===== config.mk =====
export PLATFORM = sky130hd
export DESIGN_NAME = fpfix_unit
export DESIGN_NICKNAME = d
export VERILOG_FILES = /design/src/rtl/fpfix_pkg.sv /design/src/rtl/fpfix_classify.sv /design/src/rtl/fpfix_respond.sv /design/src/rtl/fpfix_flags.sv /design/src/rtl/fpfix_unit.sv
export SDC_FILE = /design/constraint.sdc
export NUM_CORES = 1
export LEC_CHECK = 0
export CORE_ASPECT_RATIO = 1.25
export CORE_MARGIN = 2
export CORE_UTILIZATION = 34
export DETAILED_ROUTE_END_ITERATION = 8
export HOLD_SLACK_MARGIN = 0.03
export PLACE_DENSITY = 0.81
export SYNTH_ARGS = -nofsm -noshare
export SYNTH_HDL_FRONTEND = slang
export SYNTH_SLANG_ARGS = --single-unit

===== constraint.sdc =====
create_clock -name clk_i -period 4.05 [get_ports clk_i]
set_input_delay 0.81 -clock clk_i [delete_from_list [all_inputs] [get_ports clk_i]]
set_output_delay 0.81 -clock clk_i [all_outputs]
set_load 0.005 [all_outputs]

===== src/rtl/fpfix_pkg.sv =====
`timescale 1ns/1ps
package fpfix_pkg;
   localparam int FIX_TOKENS = 8;
   localparam int FIX_CODE_W = 4;

   typedef enum logic [2:0] {
      TK_QNAN = 3'd0,
      TK_SNAN = 3'd1,
      TK_ZERO = 3'd2,
      TK_PONE = 3'd3,
      TK_NINF = 3'd4,
      TK_PINF = 3'd5,
      TK_NEG  = 3'd6,
      TK_POS  = 3'd7
   } fix_token_e;

   // constants that cannot be derived from field widths alone
   localparam logic [63:0] FP64_NINETY  = 64'h4056_8000_0000_0000;
   localparam logic [63:0] FP64_HALF_PI = 64'h3FF9_21FB_5444_2D18;
endpackage


===== src/rtl/fpfix_classify.sv =====
`timescale 1ns/1ps
module fpfix_classify
   import fpfix_pkg::*;
#(
   parameter int EXP_W = 11,
   parameter int MAN_W = 52,
   localparam int DATA_W = 1 + EXP_W + MAN_W
) (
   input  logic [DATA_W-1:0] src_i,
   input  logic              daz_i,
   output logic [DATA_W-1:0] work_o,
   output fix_token_e        token_o
);
   localparam logic [DATA_W-1:0] PLUS_ONE = {2'b00, {(EXP_W-1){1'b1}}, {MAN_W{1'b0}}};

   logic [EXP_W-1:0] s_exp, w_exp;
   logic [MAN_W-1:0] w_man;
   logic             w_sgn;

   assign s_exp  = src_i[DATA_W-2 -: EXP_W];
   assign work_o = (daz_i && s_exp == '0) ? '0 : src_i;

   assign w_sgn = work_o[DATA_W-1];
   assign w_exp = work_o[DATA_W-2 -: EXP_W];
   assign w_man = work_o[MAN_W-1:0];

   always_comb begin
      if (&w_exp) begin
         if (w_man != '0) token_o = w_man[MAN_W-1] ? TK_QNAN : TK_SNAN;
         else             token_o = w_sgn ? TK_NINF : TK_PINF;
      end else if (w_exp == '0 && w_man == '0) begin
         token_o = TK_ZERO;
      end else if (work_o == PLUS_ONE) begin
         token_o = TK_PONE;
      end else begin
         token_o = w_sgn ? TK_NEG : TK_POS;
      end
   end
endmodule


===== src/rtl/fpfix_respond.sv =====
`timescale 1ns/1ps
module fpfix_respond
   import fpfix_pkg::*;
#(
   parameter int EXP_W = 11,
   parameter int MAN_W = 52,
   localparam int DATA_W = 1 + EXP_W + MAN_W,
   localparam int TBL_W  = FIX_TOKENS * FIX_CODE_W
) (
   input  logic [DATA_W-1:0] work_i,
   input  fix_token_e        token_i,
   input  logic [TBL_W-1:0]  tbl_i,
   input  logic [DATA_W-1:0] prior_i,
   output logic [DATA_W-1:0] fixed_o
);
   localparam int MAG_W = DATA_W - 1;
   localparam int QBIT  = MAN_W - 1;
   localparam logic [MAG_W-1:0] MAG_ONE  = {1'b0, {(EXP_W-1){1'b1}}, {MAN_W{1'b0}}};
   localparam logic [MAG_W-1:0] MAG_HALF = {1'b0, {(EXP_W-2){1'b1}}, 1'b0, {MAN_W{1'b0}}};
   localparam logic [MAG_W-1:0] MAG_INF  = {{EXP_W{1'b1}}, {MAN_W{1'b0}}};
   localparam logic [MAG_W-1:0] MAG_MAX  = {{(EXP_W-1){1'b1}}, 1'b0, {MAN_W{1'b1}}};
   localparam logic [DATA_W-1:0] DFLT_NAN = {1'b1, {EXP_W{1'b1}}, 1'b1, {(MAN_W-1){1'b0}}};

   logic [FIX_CODE_W-1:0] code;
   assign code = tbl_i[int'(token_i) * FIX_CODE_W +: FIX_CODE_W];

   always_comb begin
      unique case (code)
         4'd0:  fixed_o = prior_i;
         4'd1:  fixed_o = work_i;
         4'd2:  fixed_o = work_i | (DATA_W'(1) << QBIT);
         4'd3:  fixed_o = DFLT_NAN;
         4'd4:  fixed_o = {1'b1, MAG_INF};
         4'd5:  fixed_o = {1'b0, MAG_INF};
         4'd6:  fixed_o = {work_i[DATA_W-1], MAG_INF};
         4'd7:  fixed_o = {1'b1, {MAG_W{1'b0}}};
         4'd8:  fixed_o = '0;
         4'd9:  fixed_o = {1'b1, MAG_ONE};
         4'd10: fixed_o = {1'b0, MAG_ONE};
         4'd11: fixed_o = {1'b0, MAG_HALF};
         4'd12: fixed_o = FP64_NINETY;
         4'd13: fixed_o = FP64_HALF_PI;
         4'd14: fixed_o = {1'b0, MAG_MAX};
         default: fixed_o = {1'b1, MAG_MAX};
      endcase
   end
endmodule


===== src/rtl/fpfix_flags.sv =====
`timescale 1ns/1ps
module fpfix_flags
   import fpfix_pkg::*;
(
   input  fix_token_e  token_i,
   input  logic [7:0]  rmask_i,
   output logic        zdiv_o,
   output logic        inval_o
);
   always_comb begin
      zdiv_o  = 1'b0;
      inval_o = 1'b0;
      unique case (token_i)
         TK_ZERO: begin zdiv_o = rmask_i[0]; inval_o = rmask_i[1]; end
         TK_PONE: begin zdiv_o = rmask_i[2]; inval_o = rmask_i[3]; end
         TK_SNAN: inval_o = rmask_i[4];
         TK_NINF: inval_o = rmask_i[5];
         TK_NEG:  inval_o = rmask_i[6];
         TK_PINF: inval_o = rmask_i[7];
         default: ;
      endcase
   end
endmodule


===== src/rtl/fpfix_unit.sv =====
`timescale 1ns/1ps
module fpfix_unit
   import fpfix_pkg::*;
#(
   parameter int EXP_W       = 11,
   parameter int MAN_W       = 52,
   parameter int PIPE_STAGES = 1,
   localparam int DATA_W = 1 + EXP_W + MAN_W,
   localparam int TBL_W  = FIX_TOKENS * FIX_CODE_W
) (
   input  logic              clk_i,
   input  logic              rst_i,
   input  logic [DATA_W-1:0] src_i,
   input  logic [TBL_W-1:0]  tbl_i,
   input  logic [DATA_W-1:0] prior_i,
   input  logic [7:0]        rmask_i,
   input  logic              daz_i,
   input  logic              wen_i,
   input  logic              zero_mode_i,
   output logic [DATA_W-1:0] result_o,
   output logic              zdiv_o,
   output logic              inval_o
);
   generate
      if (EXP_W != 11 || MAN_W != 52) begin : g_bad_fmt
         $error("fpfix_unit: only the binary64 layout is supported");
      end
      if (PIPE_STAGES < 0 || PIPE_STAGES > 1) begin : g_bad_pipe
         $error("fpfix_unit: PIPE_STAGES must be 0 or 1");
      end
   endgenerate

   logic [DATA_W-1:0] work, fixed, nxt_res;
   fix_token_e        token;
   logic              zd_raw, iv_raw, nxt_zd, nxt_iv;

   fpfix_classify #(.EXP_W(EXP_W), .MAN_W(MAN_W)) i_class (
      .src_i   (src_i),
      .daz_i   (daz_i),
      .work_o  (work),
      .token_o (token)
   );

   fpfix_respond #(.EXP_W(EXP_W), .MAN_W(MAN_W)) i_resp (
      .work_i  (work),
      .token_i (token),
      .tbl_i   (tbl_i),
      .prior_i (prior_i),
      .fixed_o (fixed)
   );

   fpfix_flags i_flags (
      .token_i (token),
      .rmask_i (rmask_i),
      .zdiv_o  (zd_raw),
      .inval_o (iv_raw)
   );

   always_comb begin
      if (wen_i)            nxt_res = fixed;
      else if (zero_mode_i) nxt_res = '0;
      else                  nxt_res = prior_i;
      nxt_zd = wen_i & zd_raw;
      nxt_iv = wen_i & iv_raw;
   end

   generate
      if (PIPE_STAGES == 1) begin : g_reg
         always_ff @(posedge clk_i) begin
            if (rst_i) begin
               result_o <= '0;
               zdiv_o   <= 1'b0;
               inval_o  <= 1'b0;
            end else begin
               result_o <= nxt_res;
               zdiv_o   <= nxt_zd;
               inval_o  <= nxt_iv;
            end
         end
      end else begin : g_comb
         assign result_o = nxt_res;
         assign zdiv_o   = nxt_zd;
         assign inval_o  = nxt_iv;
      end
   endgenerate
endmodule


# Word-level counts from Yosys, hierarchy flattened
# Cells that the tools add are included.
dict set report word_totals {
  input_bits 173
  word_cells 48
  output_inout_bits 66
  register_bits 66
}
dict set report classes {
  eq_ne 21
  shift 1
  muxes 13
  n_reduce_logical 8
  bitwise_logic 2
}
# op n
set op_table {}
lappend op_table {{one-hot mux 64 bit (15 select lines)} 1}
lappend op_table {{2-to-1 mux 64 bit} 3}
lappend op_table {{equality test 64 x 62 -> 1 bit (second input constant)} 1}
lappend op_table {{logical NOT 52 bit} 1}
lappend op_table {{nonzero test 52 bit} 1}
lappend op_table {{variable part select 32 x 6 -> 4 bit} 1}
lappend op_table {{equality test 4 bit (second input constant)} 7}
lappend op_table {{logical NOT 11 bit} 2}
lappend op_table {{equality test 4 x 3 -> 1 bit (second input constant)} 4}
lappend op_table {{2-to-1 mux 3 bit} 4}
lappend op_table {{AND reduction 11 bit} 1}
lappend op_table {{equality test 3 bit (second input constant)} 3}
lappend op_table {{equality test 4 x 2 -> 1 bit (second input constant)} 2}
lappend op_table {{equality test 3 x 2 -> 1 bit (second input constant)} 2}
lappend op_table {{one-hot mux 1 bit (6 select lines)} 1}
lappend op_table {{equality test 4 x 1 -> 1 bit (second input constant)} 1}
lappend op_table {{logical NOT 4 bit} 1}
lappend op_table {{equality test 3 x 1 -> 1 bit (second input constant)} 1}
lappend op_table {{2-to-1 mux 1 bit} 3}
lappend op_table {{bitwise AND 1 bit} 2}
lappend op_table {{logical AND 1 bit} 2}
lappend op_table {{one-hot mux 1 bit (2 select lines)} 1}

# Longest topological paths before layout
# Gate-level depths: netlist of run 1.
dict set report depth {
  ltp_word 11
  depth_mapped 15
  mapped_depth_nobuf 10
}

# Modules after synthesis
# From an unflattened synthesis of run 1, not the netlist that was laid out.
dict set report hier_totals {
  cells_unflattened 609
  hier_area_um2 5117.4
}
# module instances seq_area_each_um2 area_per_inst_um2 cells_per_inst
set modules_own_cells {}
lappend modules_own_cells {fpfix_unit 1 1321.3 2970.3 289}
lappend modules_own_cells {fpfix_respond 1 0.0 1441.4 205}
lappend modules_own_cells {fpfix_classify 1 0.0 634.4 106}
lappend modules_own_cells {fpfix_flags 1 0.0 71.3 9}

# Least setup slack after synthesis of run 1
# OpenSTA, ideal clock, no wires.
dict set report synth_timing {
  path_type {input port to flip-flop}
  from {in src_i[15]}
  to {reg result_o[10]}
  t_arrival_ns 3.562
  setup_slack_ns 0.366
  setup_ns 0.122
  n_path_buf 5
  stages 15
  path_cell_list {nor4_1 > nand4_1 > nor4_4 > o31a_1 > buf_6 > mux2i_1 > a2111oi_4 > or2_1 > buf_4 > a21oi_4 > and4_4 > clkbuf_2 > buf_6 > buf_6 > a221o_1}
}
dict set report synth_via {
  elab_chain_cells 9
}
# element line
set synth_rtl {}
lappend synth_rtl {{start, declared} fpfix_unit.sv:13} ;# input logic [DATA_W-1:0] src_i,
lappend synth_rtl {{2-to-1 mux 64 bit (*)} fpfix_classify.sv:21} ;# assign work_o = (daz_i && s_exp == '0) ? '0 : src_i;
lappend synth_rtl {{equality test 64 x 62 -> 1 bit or logical NOT 52 bit (tied branches)} {fpfix_classify.sv:33, fpfix_classify.sv:31}}
lappend synth_rtl {{2-to-1 mux 3 bit or logical AND 1 bit (tied branches)} {fpfix_classify.sv:33, fpfix_classify.sv:31}}
lappend synth_rtl {{2-to-1 mux 3 bit} fpfix_classify.sv:31} ;# end else if (w_exp == '0 && w_man == '0) begin
lappend synth_rtl {{2-to-1 mux 3 bit (*)} fpfix_classify.sv:28} ;# if (&w_exp) begin
lappend synth_rtl {{variable part select 32 x 6 -> 4 bit (*)} fpfix_respond.sv:25} ;# assign code = tbl_i[int'(token_i) * FIX_CODE_W +: FIX_CODE_W];
lappend synth_rtl {{equality test 4 bit, or another cell as far along} fpfix_respond.sv:28} ;# unique case (code)
lappend synth_rtl {{one-hot mux 64 bit (15 select lines) (*)} fpfix_respond.sv:28}
lappend synth_rtl {{2-to-1 mux 64 bit (*)} fpfix_unit.sv:60} ;# if (wen_i) nxt_res = fixed;
lappend synth_rtl {{end signal, assigned} fpfix_unit.sv:75} ;# result_o <= nxt_res;
lappend synth_rtl {{end, declared} fpfix_unit.sv:20} ;# output logic [DATA_W-1:0] result_o,
# Every way passes the cells marked *; elsewhere a longest branch is shown, timed or not.
# A chain may end at the register's enable or synchronous reset.

# Worst setup path in the final report of run 1
dict set report layout_timing {
  from {in src_i[17]}
  to {reg result_o[24]}
}
# The elaborated chain is that of the path after synthesis.

==> key figures, run 1 <==
Outcome
  • Status: finished, final reports clean

Logic synthesis
  • Cell count after synthesis: 312
  • Cell taking the most area after synthesis: dfxtp_1
  • Number of synthesized flops with an enable pin: 0
  • Post-synthesis area per instance: around 10 um2
  • Top cells by area, synth: dfxtp_1, a221o_1, mux2i_1
  • Synth Flop Type: dfxtp_1
  • YS warnings: 0
  • Asr flop ratio synth: 0%
  • Cell with the most instances after synthesis: dfxtp_1
  • Cell variety after synth: 63
  • Post-synth top cells: dfxtp_1, a221o_1, nand2_1, nor4_1
  • Synthesized net count: 485
  • Seq cells post-synth: 66
  • Top cell type's share of synthesized area: 41.69%
  • Post-synthesis cell area: 0.003169 mm2
  • Part of the Yosys area used for sequential elements: 41.69%

Critical path
  • Cell family with most CP delay: compound AO/OA/AOI/OAI gates
  • Crit-path most repeated cell: buf_4
  • Worst Path Max Fanout: 24
  • Worst EP arrival: ~4.1 ns
  • CP max stage cell: clkdlybuf4s50_1
  • Req. time, crit path: ~4.3 ns
  • Worst Setup Start Kind: input port
  • Max incr delay on CP: roughly 0.45 ns
  • Crit end category: flop
  • CP cell instances: clkdlybuf4s50_1, nor4_2, buf_4, nand4_1, nor4_4, o31a_1, buf_6, mux2i_1, o211ai_1, a222oi_1, buf_4, a21o_4, buf_12, a221o_1
  • WS Path Type: in -> reg
  • WP buf/inv: 5

Detailed routing
  • Antenna Violating Nets Remaining: 0
  • Wire length on met3: ~1.1 mm
  • Top sig layer: met4
  • Drt wl/cell: 19.49 um
  • Met2 WL: 8.031 mm
  • Wire length on met1: 5.075 mm
  • Via count: 4152
  • # DRC: 0
  • Starting DRT DRC Count: 177
  • Vias per cell: 5.478
  • Drt pass-1 iters: 5
  • Drt total wl: 14.77 mm

Timing
  • RSZ-0062 raised after global routing: true
  • Least-Margin Pin Slew: between 0.6 and 0.7 ns
  • Slew Limit Headroom: 59.06%
  • Slew Viols, Final: 0
  • Fmax: approximately 250 MHz
  • Post-layout min period: between 3 and 4 ns
  • Hold slack final: 0.8039 ns
  • Final period utilization: a little over nine tenths
  • Slack of the critical path: 0.1170 ns
  • Final setup viols: 0
  • Final hold violations: 0

Die
  • Core area: 0.009125 mm2
  • Initial Util: 34.73%
  • Io pins: about 240
  • # rows: 39
  • Die width: roughly 90 um
  • Total die area: 0.01011 mm2
  • Die height: 111.9 um

Global routing
  • Initial antenna violation count: 0
  • Total gr overflow: 0
  • First-pass GRT wire length: 22.37 mm
  • Pin count of the biggest net entering global routing: 25
  • Number of global-route vias before repair: between 4000 and 5000
  • Total GRT Usage: 28.27%

Layout
  • Layout cells sized above 1: 23.62%
  • Fin area: 0.006898 mm2
  • Antenna cells: 0
  • Post-layout net count: around 800
  • Area growth, synth to finish: 117.6%
  • Filler Cells Inserted: roughly 630
  • Final core occ: about 76%

CTS
  • # hold bufs at CTS: 0
  • CTS tree: done
  • Max clock buf depth: 2
  • H-tree lvl count: 3
  • Root Driver: clkbuf_16
  • CTS buffer count: 9
  • Sink Count: 66
  • Reg clk slew, reported paths: about 0.050 ns

Run
  • Total of max-cap violations: 0

Place
  • Dpl hpwl: 11.55 mm
  • DP Worst Slack: -0.5162 ns
  • Post-DP Area: between 0.006 and 0.007 mm2
  • Port bufs: 238
  • RD Place Congestion: slightly below 1

Min path
  • Hold WC Path Type: in -> reg

Power and ir drop
  • Leak: about 2.8 nW
  • Power Density: 285.6 mW/mm2
  • Peak supply drop: 201.6 uV
[final cells by class]
cell class                      count  area, um2  area share (%)
Clock buffer                       10      239.0           3.465
Clock inverter                      5      31.28          0.4535
Inverter                           12      45.04          0.6530
Multi-Input combinational cell    208       1824           26.45
Sequential cell                    66       1321           19.15
Tap cell                          123      153.9           2.231
Timing Repair Buffer              334       3283           47.60
[where the power goes]
| part | switching, mW | internal (mW) |
|---|---|---|
| logic | 0.200 | 0.360 |
| clock network | 0.272 | 0.424 |
| registers | 0.0147 | 0.700 |
| total | 0.486 | 1.48 |
[per-layer routing]
layer / vias to the layer above / global-route usage (%)
met2: 220 / 53.93
met3: 33 / 9.202
met1: 1973 / 27.40
met4: 0 / 12.72
li1: 1926 / -
met5: - / 0
[state kept, by name (all words and copies together), names as in the netlist]
register	count
zdiv_o	1
result_o	64
inval_o	1
[path summary, 6_finish.rpt]
| kind | slack [ns] | start | end | depth (start not counted) |
|---|---|---|---|---|
| max | 0.12 | src_i[17] | result_o[24] | 14 |
| min | 0.80 | src_i[32] | result_o[32] | 2 |
[per-stage QoR]
stage	instances	setup TNS (ns)	total power, mW
after CTS	757	0	1.972
after detailed placement	730	-28.80	1.252
after floorplan	312	0	0.8695
final	758	0	1.970
after global placement	730	-23.66	1.242
after global routing	758	-1.157	2.053
[cell usage in the layout (no fill, tap or decap), types with 4 or more instances in the layout]
master	instances
clkdlybuf4s50_1	219
buf_4	83
dfxtp_1	66
a221o_1	49
nand2_1	17
dlymetal6s2s_1	16
inv_1	12
nor4_2	11
mux2i_1	11
o211ai_1	11
clkbuf_16	9
buf_12	9
nand4_1	8
o21ai_0	7
nor4_1	6
a21oi_1	6
a22oi_1	6
o221ai_1	5
nor4_4	4
[timing repair]
item | CTS | global route
cloned | 1 | 0
buffers inserted | 11 | 2
pin swaps | 12 | 18
gates resized for setup | 15 | 33
setup endpoints to repair | 64 | 64
[kinds of logic (layout without fill, tap and decap cells)]
logic type | count (synthesis) | count (layout) | share of synthesized area (%)
compound gates | 114 | 114 | 31.74
xor+xnor | 3 | 3 | 1.066
fa+ha+maj | 1 | 1 | 0.3158
buf+inv | 38 | 361 | 5.882
flops | 66 | 66 | 41.69
mux | 13 | 13 | 4.185
simple gates | 77 | 77 | 15.12
(Power assumes the default switching activity.)
==> run 2: changes to the inputs <==
--- a/config.mk
+++ b/config.mk
@@ -8,3 +8,2 @@
 export CORE_ASPECT_RATIO = 1.25
-export CORE_MARGIN = 2
 export CORE_UTILIZATION = 34
==> constraint.sdc (replaced) <==
create_clock -name clk_i -period 4.05 [get_ports clk_i]
set_input_delay 1.0125 -clock clk_i [delete_from_list [all_inputs] [get_ports clk_i]]
set_output_delay 1.0125 -clock clk_i [all_outputs]
set_load 0.005 [all_outputs]
==> run 2 against run 1 <==
  * Combinational power hardly changed
  * Largest cell class unchanged
  * Sequential cell count unchanged
  * Highest routed layer unchanged
  * Die area down 4.0%
  * Final cell count rose by 1.3%
==> key figures, run 2 (synthesis gave the netlist of run 1 again) <==
Timing
  • Final setup viols: 0
  • Fmax: roughly 250 MHz
  • RSZ-0062 raised after global routing: true
  • Final hold violations: 0
  • Final period utilization: 98.40%
  • Least-Margin Pin Slew: between 0.4 and 0.5 ns
  • Slew Viols, Final: 0
  • Slew Limit Headroom: 69.77%
  • Post-layout min period: 3.985 ns

Die
  • Initial Util: 34.92%
  • Die height: 109.9 um
  • # rows: 39
  • Core area: approximately 0.0091 mm2
  • Io pins: 239
  • Die width: 88.36 um
  • Total die area: 0.009714 mm2

Detailed routing
  • Via count: 4302
  • Antenna Violating Nets Remaining: 0
  • Drt wl/cell: around 20 um
  • Drt total wl: 15.27 mm
  • Wire length on met3: 1.129 mm
  • Met2 WL: 8.270 mm
  • Wire length on met1: 5.434 mm
  • Vias per cell: 5.602
  • Drt pass-1 iters: 5
  • Starting DRT DRC Count: 221
  • Top sig layer: met4
  • # DRC: 0

CTS
  • Root Driver: clkbuf_16
  • # hold bufs at CTS: 0
  • Reg clk slew, reported paths: 0.06 ns
  • Sink Count: 66
  • CTS buffer count: 9
  • Max clock buf depth: 2
  • CTS tree: done
  • H-tree lvl count: 3

Run
  • Total of max-cap violations: 0

Outcome
  • Status: finished, final reports clean

Place
  • RD Place Congestion: 0.9734
  • Port bufs: 238
  • Dpl hpwl: approximately 12 mm

Layout
  • Area growth, synth to finish: 124.4%
  • Largest register FFs: 64
  • Commonest non-fill, non-tap cells in the layout: clkdlybuf4s50_1, buf_4, dfxtp_1, a221o_1, dlymetal6s2s_1
  • Antenna cells: 0
  • Commonest non-fill, non-tap cell in the layout: clkdlybuf4s50_1
  • Layout cells sized above 1: a little over a quarter
  • Footprint of the multi-input gates: about 0.0019 mm2
  • Biggest regs: result_o (64), inval_o (1), zdiv_o (1)
  • Largest register by flop count: result_o
  • FF+latch area: about 0.0013 mm2
  • Post-layout net count: 813
  • Filler Cells Inserted: 596
  • Final core occ: 78.34%

Global routing
  • First-pass GRT wire length: roughly 22 mm
  • Total GRT Usage: between 30% and 40%
  • Number of global-route vias before repair: 4287
  • Initial antenna violation count: 0
  • Total gr overflow: 0
  • Pin count of the biggest net entering global routing: 22

Power and ir drop
  • Leak: slightly above 3 nW
  • Total power: between 2 and 2.5 mW
  • Peak supply drop: 166.7 uV
  • Power Density: 305.3 mW/mm2

Critical path
  • CP cell instances: clkdlybuf4s50_1, nor4_2, nand3_2, nor4_4, a21oi_2, mux2_4, a2111oi_4, buf_4, nor3_1, a21o_4, buf_6, buf_12, a221o_1
  • Req. time, crit path: 4.25 ns
  • WS Path Type: in -> reg
  • CP max stage cell: clkdlybuf4s50_1
  • Max incr delay on CP: between 0.4 and 0.5 ns
  • Worst Setup Start Kind: input port
  • Worst EP arrival: between 4 and 5 ns
  • Crit end category: flop
  • Worst Path Max Fanout: 8

Min path
  • Hold WC Path Type: in -> reg
  • Hold depth: 2
[run 2: cell type report]
type | instances | area share [%]
Clock buffer | 13 | 3.942
Clock inverter | 3 | 0.9678
Inverter | 12 | 0.6335
Multi-Input combinational cell | 209 | 26.68
Sequential cell | 66 | 18.58
Tap cell | 123 | 2.164
Timing Repair Buffer | 342 | 47.04
[run 2: critical path, delay by kind of cell]
family          cells  cell delay (ns)
simple gates        4             0.80
compound gates      4             1.10
mux                 1             0.37
buf+inv             4             0.88
[run 2: power by group]
part / internal [mW] / switching, mW / leakage, nW
clock: 0.607 / 0.288 / 0.172
sequential: 0.699 / 0.0142 / 0.543
combinational: 0.356 / 0.206 / 2.35
total: 1.66 / 0.508 / 3.06
[run 2: metrics by stage]
stage	std cells	setup slack (ns)	hold WS (ns)	cell area [um2]	setup TNS, ns
global route	768	-0.07381	0.9618	7111	-1.635
detailed placement	740	-0.8110	1.588	6390	-48.29
CTS	766	-0.02165	1.088	6969	-0.2307
finish	768	0.06489	0.9519	7111	0
floorplan	312	0.1639	1.121	3169	0
global placement	740	-0.7642	1.587	6390	-43.17
[run 2: repair_timing]
action | CTS | global route
setup endpoints to repair | 64 | 64
pin swaps | 18 | 57
setup buffers | 9 | 3
gates cloned | 3 | 0
resized for setup | 40 | 72
[run 2: final timing paths]
check	to	startpoint	slack [ns]
max	result_o[45]	src_i[43]	0.06
min	result_o[18]	src_i[18]	0.95
[run 2: per-layer routing]
layer  up-vias  track usage, %
met5         -               0
met4         0           14.52
met3        41           6.907
met2       263           56.98
met1      2055           31.55
li1       1943               -
==> run 3: changes to the inputs <==
CORE_MARGIN = 10   (was unset)
SKIP_LAST_GASP = 1   (was unset)
==> run 3 against run 2 <==
  * The run now ends with setup timing left
  * Non-clock buffer count grew 12
  * Critical endpoint is now result_o[2]
  * Largest power group unchanged
  * First-iteration DRC count fell by 1.4%
  * Sequential power hardly changed
  * Die area rose by 40%
  * Worst hold slack better by 0.0014 ns
  * Largest cell class unchanged
  * Global-route usage down 6.9 points
  * Final cell count grew 1.6%
==> key figures, run 3 (synthesis gave the netlist of run 1 again) <==
Layout
  • Post-layout net count: 824
  • Fin area: ~0.0072 mm2
  • Biggest regs: result_o (64), inval_o (1), zdiv_o (1)
  • Largest register FFs: 64
  • Largest register by flop count: result_o
  • Commonest non-fill, non-tap cell in the layout: clkdlybuf4s50_1
  • Commonest non-fill, non-tap cells in the layout: clkdlybuf4s50_1, buf_4, dfxtp_1, a221o_1, dlygate4sd2_1
  • Non-Filler Instances: 780
  • Layout cells sized above 1: between 20% and 30%
  • Final core occ: 79.25%
  • Area growth, synth to finish: 128.2%
  • Filler Cells Inserted: about 570

Power and ir drop
  • Combinational Power Share: between 20% and 30%
  • Sequential Power Share: 34.2%
  • Sw frac: 23.82%
  • Leak: 2.996 nW
  • Total power: about 2.1 mW
  • Power Density: ~290 mW/mm2
  • Peak supply drop: between 200 and 250 uV
  • Clk pwr share: 37.9%
  • Sw power: just under 500 uW
  • Pint: between 1.5 and 2 mW

Critical path
  • Req. time, crit path: around 4.3 ns
  • Worst Setup Start Kind: input port
  • WP buf/inv: 5
  • Max incr delay on CP: 0.42 ns
  • Crit end category: flop
  • Worst EP arrival: 4.27 ns
  • CP cell instances: clkdlybuf4s50_1, nor4_1, nand2_1, nor4_4, buf_4, a21oi_2, mux2_4, buf_4, a2111oi_4, buf_4, nor3_1, a21o_4, buf_12, a221o_1
  • Crit-path most repeated cell: buf_4
  • WS Path Type: in -> reg
  • Worst Path Max Fanout: 17
  • Cell family with most CP delay: buffers and inverters
  • CP max stage cell: clkdlybuf4s50_1

Timing
  • Post-layout min period: 4.068 ns
  • Final period utilization: 100.5%
  • Final setup viols: 12
  • Slew Limit Headroom: 54.30%
  • Least-Margin Pin Slew: 0.6855 ns
  • TNS Setup: -0.06513 ns
  • Fmax: 245.8 MHz
  • Slew Viols, Final: 0
  • Final hold violations: 0
  • RSZ-0062 raised after global routing: true
  • Hold slack final: 0.9533 ns
  • Slack of the critical path: -0.01838 ns

Global routing
  • Total GRT Usage: 23.60%
  • Pin count of the biggest net entering global routing: 24
  • Total gr overflow: 0
  • Number of global-route vias before repair: 4662
  • Initial antenna violation count: 4
  • First-pass GRT wire length: roughly 25 mm

Place
  • RD Place Congestion: 0.9498
  • DP Worst Slack: -0.6852 ns
  • Inst Count DP: 748
  • Port bufs: 238
  • Post-DP Area: 0.006462 mm2
  • Dpl hpwl: 13.45 mm

CTS
  • # hold bufs at CTS: 0
  • Sink Count: 66
  • Root Driver: clkbuf_16
  • Reg clk slew, reported paths: 0.05 ns
  • CTS tree: done
  • H-tree lvl count: 3
  • Max clock buf depth: 2
  • CTS buffer count: 9

Detailed routing
  • # DRC: 0
  • Drt pass-1 iters: 4
  • Vias per cell: around 5.6
  • Via count: 4339
  • Drt wl/cell: 22.11 um
  • Drt total wl: 17.24 mm
  • Antenna Violating Nets Remaining: 0
  • Starting DRT DRC Count: 218

Die
  • # rows: 39
  • Core area: approximately 0.0091 mm2
  • Die height: 127.9 um
  • Initial Util: between 30% and 40%
  • Die width: 106.4 um
  • Total die area: 0.01361 mm2
  • Io pins: 239

Outcome
  • Failing checks: setup timing
  • Status: finished with violations

Min path
  • Hold WC Path Type: in -> reg

Run
  • Total of max-cap violations: 0
-- run 3: worst paths after layout --
kind	from	to	slack, ns	cells after the start
setup / recovery	src_i[7]	result_o[2]	-0.02	14
hold / removal	src_i[30]	result_o[30]	0.95	2
-- run 3: cell type report --
| cell class | count | area (um2) | share of cell area (%) |
|---|---|---|---|
| antenna | 2 | 5.005 | 0.06920 |
| clock buffer | 13 | 270.3 | 3.737 |
| clock inverter | 2 | 35.03 | 0.4844 |
| inverter | 12 | 45.04 | 0.6228 |
| multi-input combinational | 208 | 1956 | 27.04 |
| sequential | 66 | 1321 | 18.27 |
| tap | 123 | 153.9 | 2.128 |
| timing repair buffer | 354 | 3446 | 47.65 |
-- run 3: routing by layer --
metal | vias to the layer above | global-route usage (%) | part of all wire [%]
li1 | 1964 | - | -
met1 | 2091 | 22.66 | 35
met2 | 242 | 43.40 | 52
met3 | 40 | 9.909 | 9.3
met4 | 2 | 9.497 | 2.9
met5 | - | 0 | 0.075
-- run 3: timing repair --
action | 4_1_cts | 5_1_grt
pin swaps | 26 | 28
buffers inserted | 8 | 9
resized for setup | 59 | 52
cloned | 1 | 2
setup endpoints to repair | 64 | 64
-- run 3: power by group through the flow --
stage | Sequential (mW) | Combinational (mW) | Clock (mW)
after floorplan | 0.733 | 0.137 | 0
after global placement | 0.726 | 0.532 | 0
after detailed placement | 0.727 | 0.540 | 0
after CTS | 0.714 | 0.556 | 0.808
after global routing | 0.718 | 0.612 | 0.840
final | 0.714 | 0.581 | 0.792
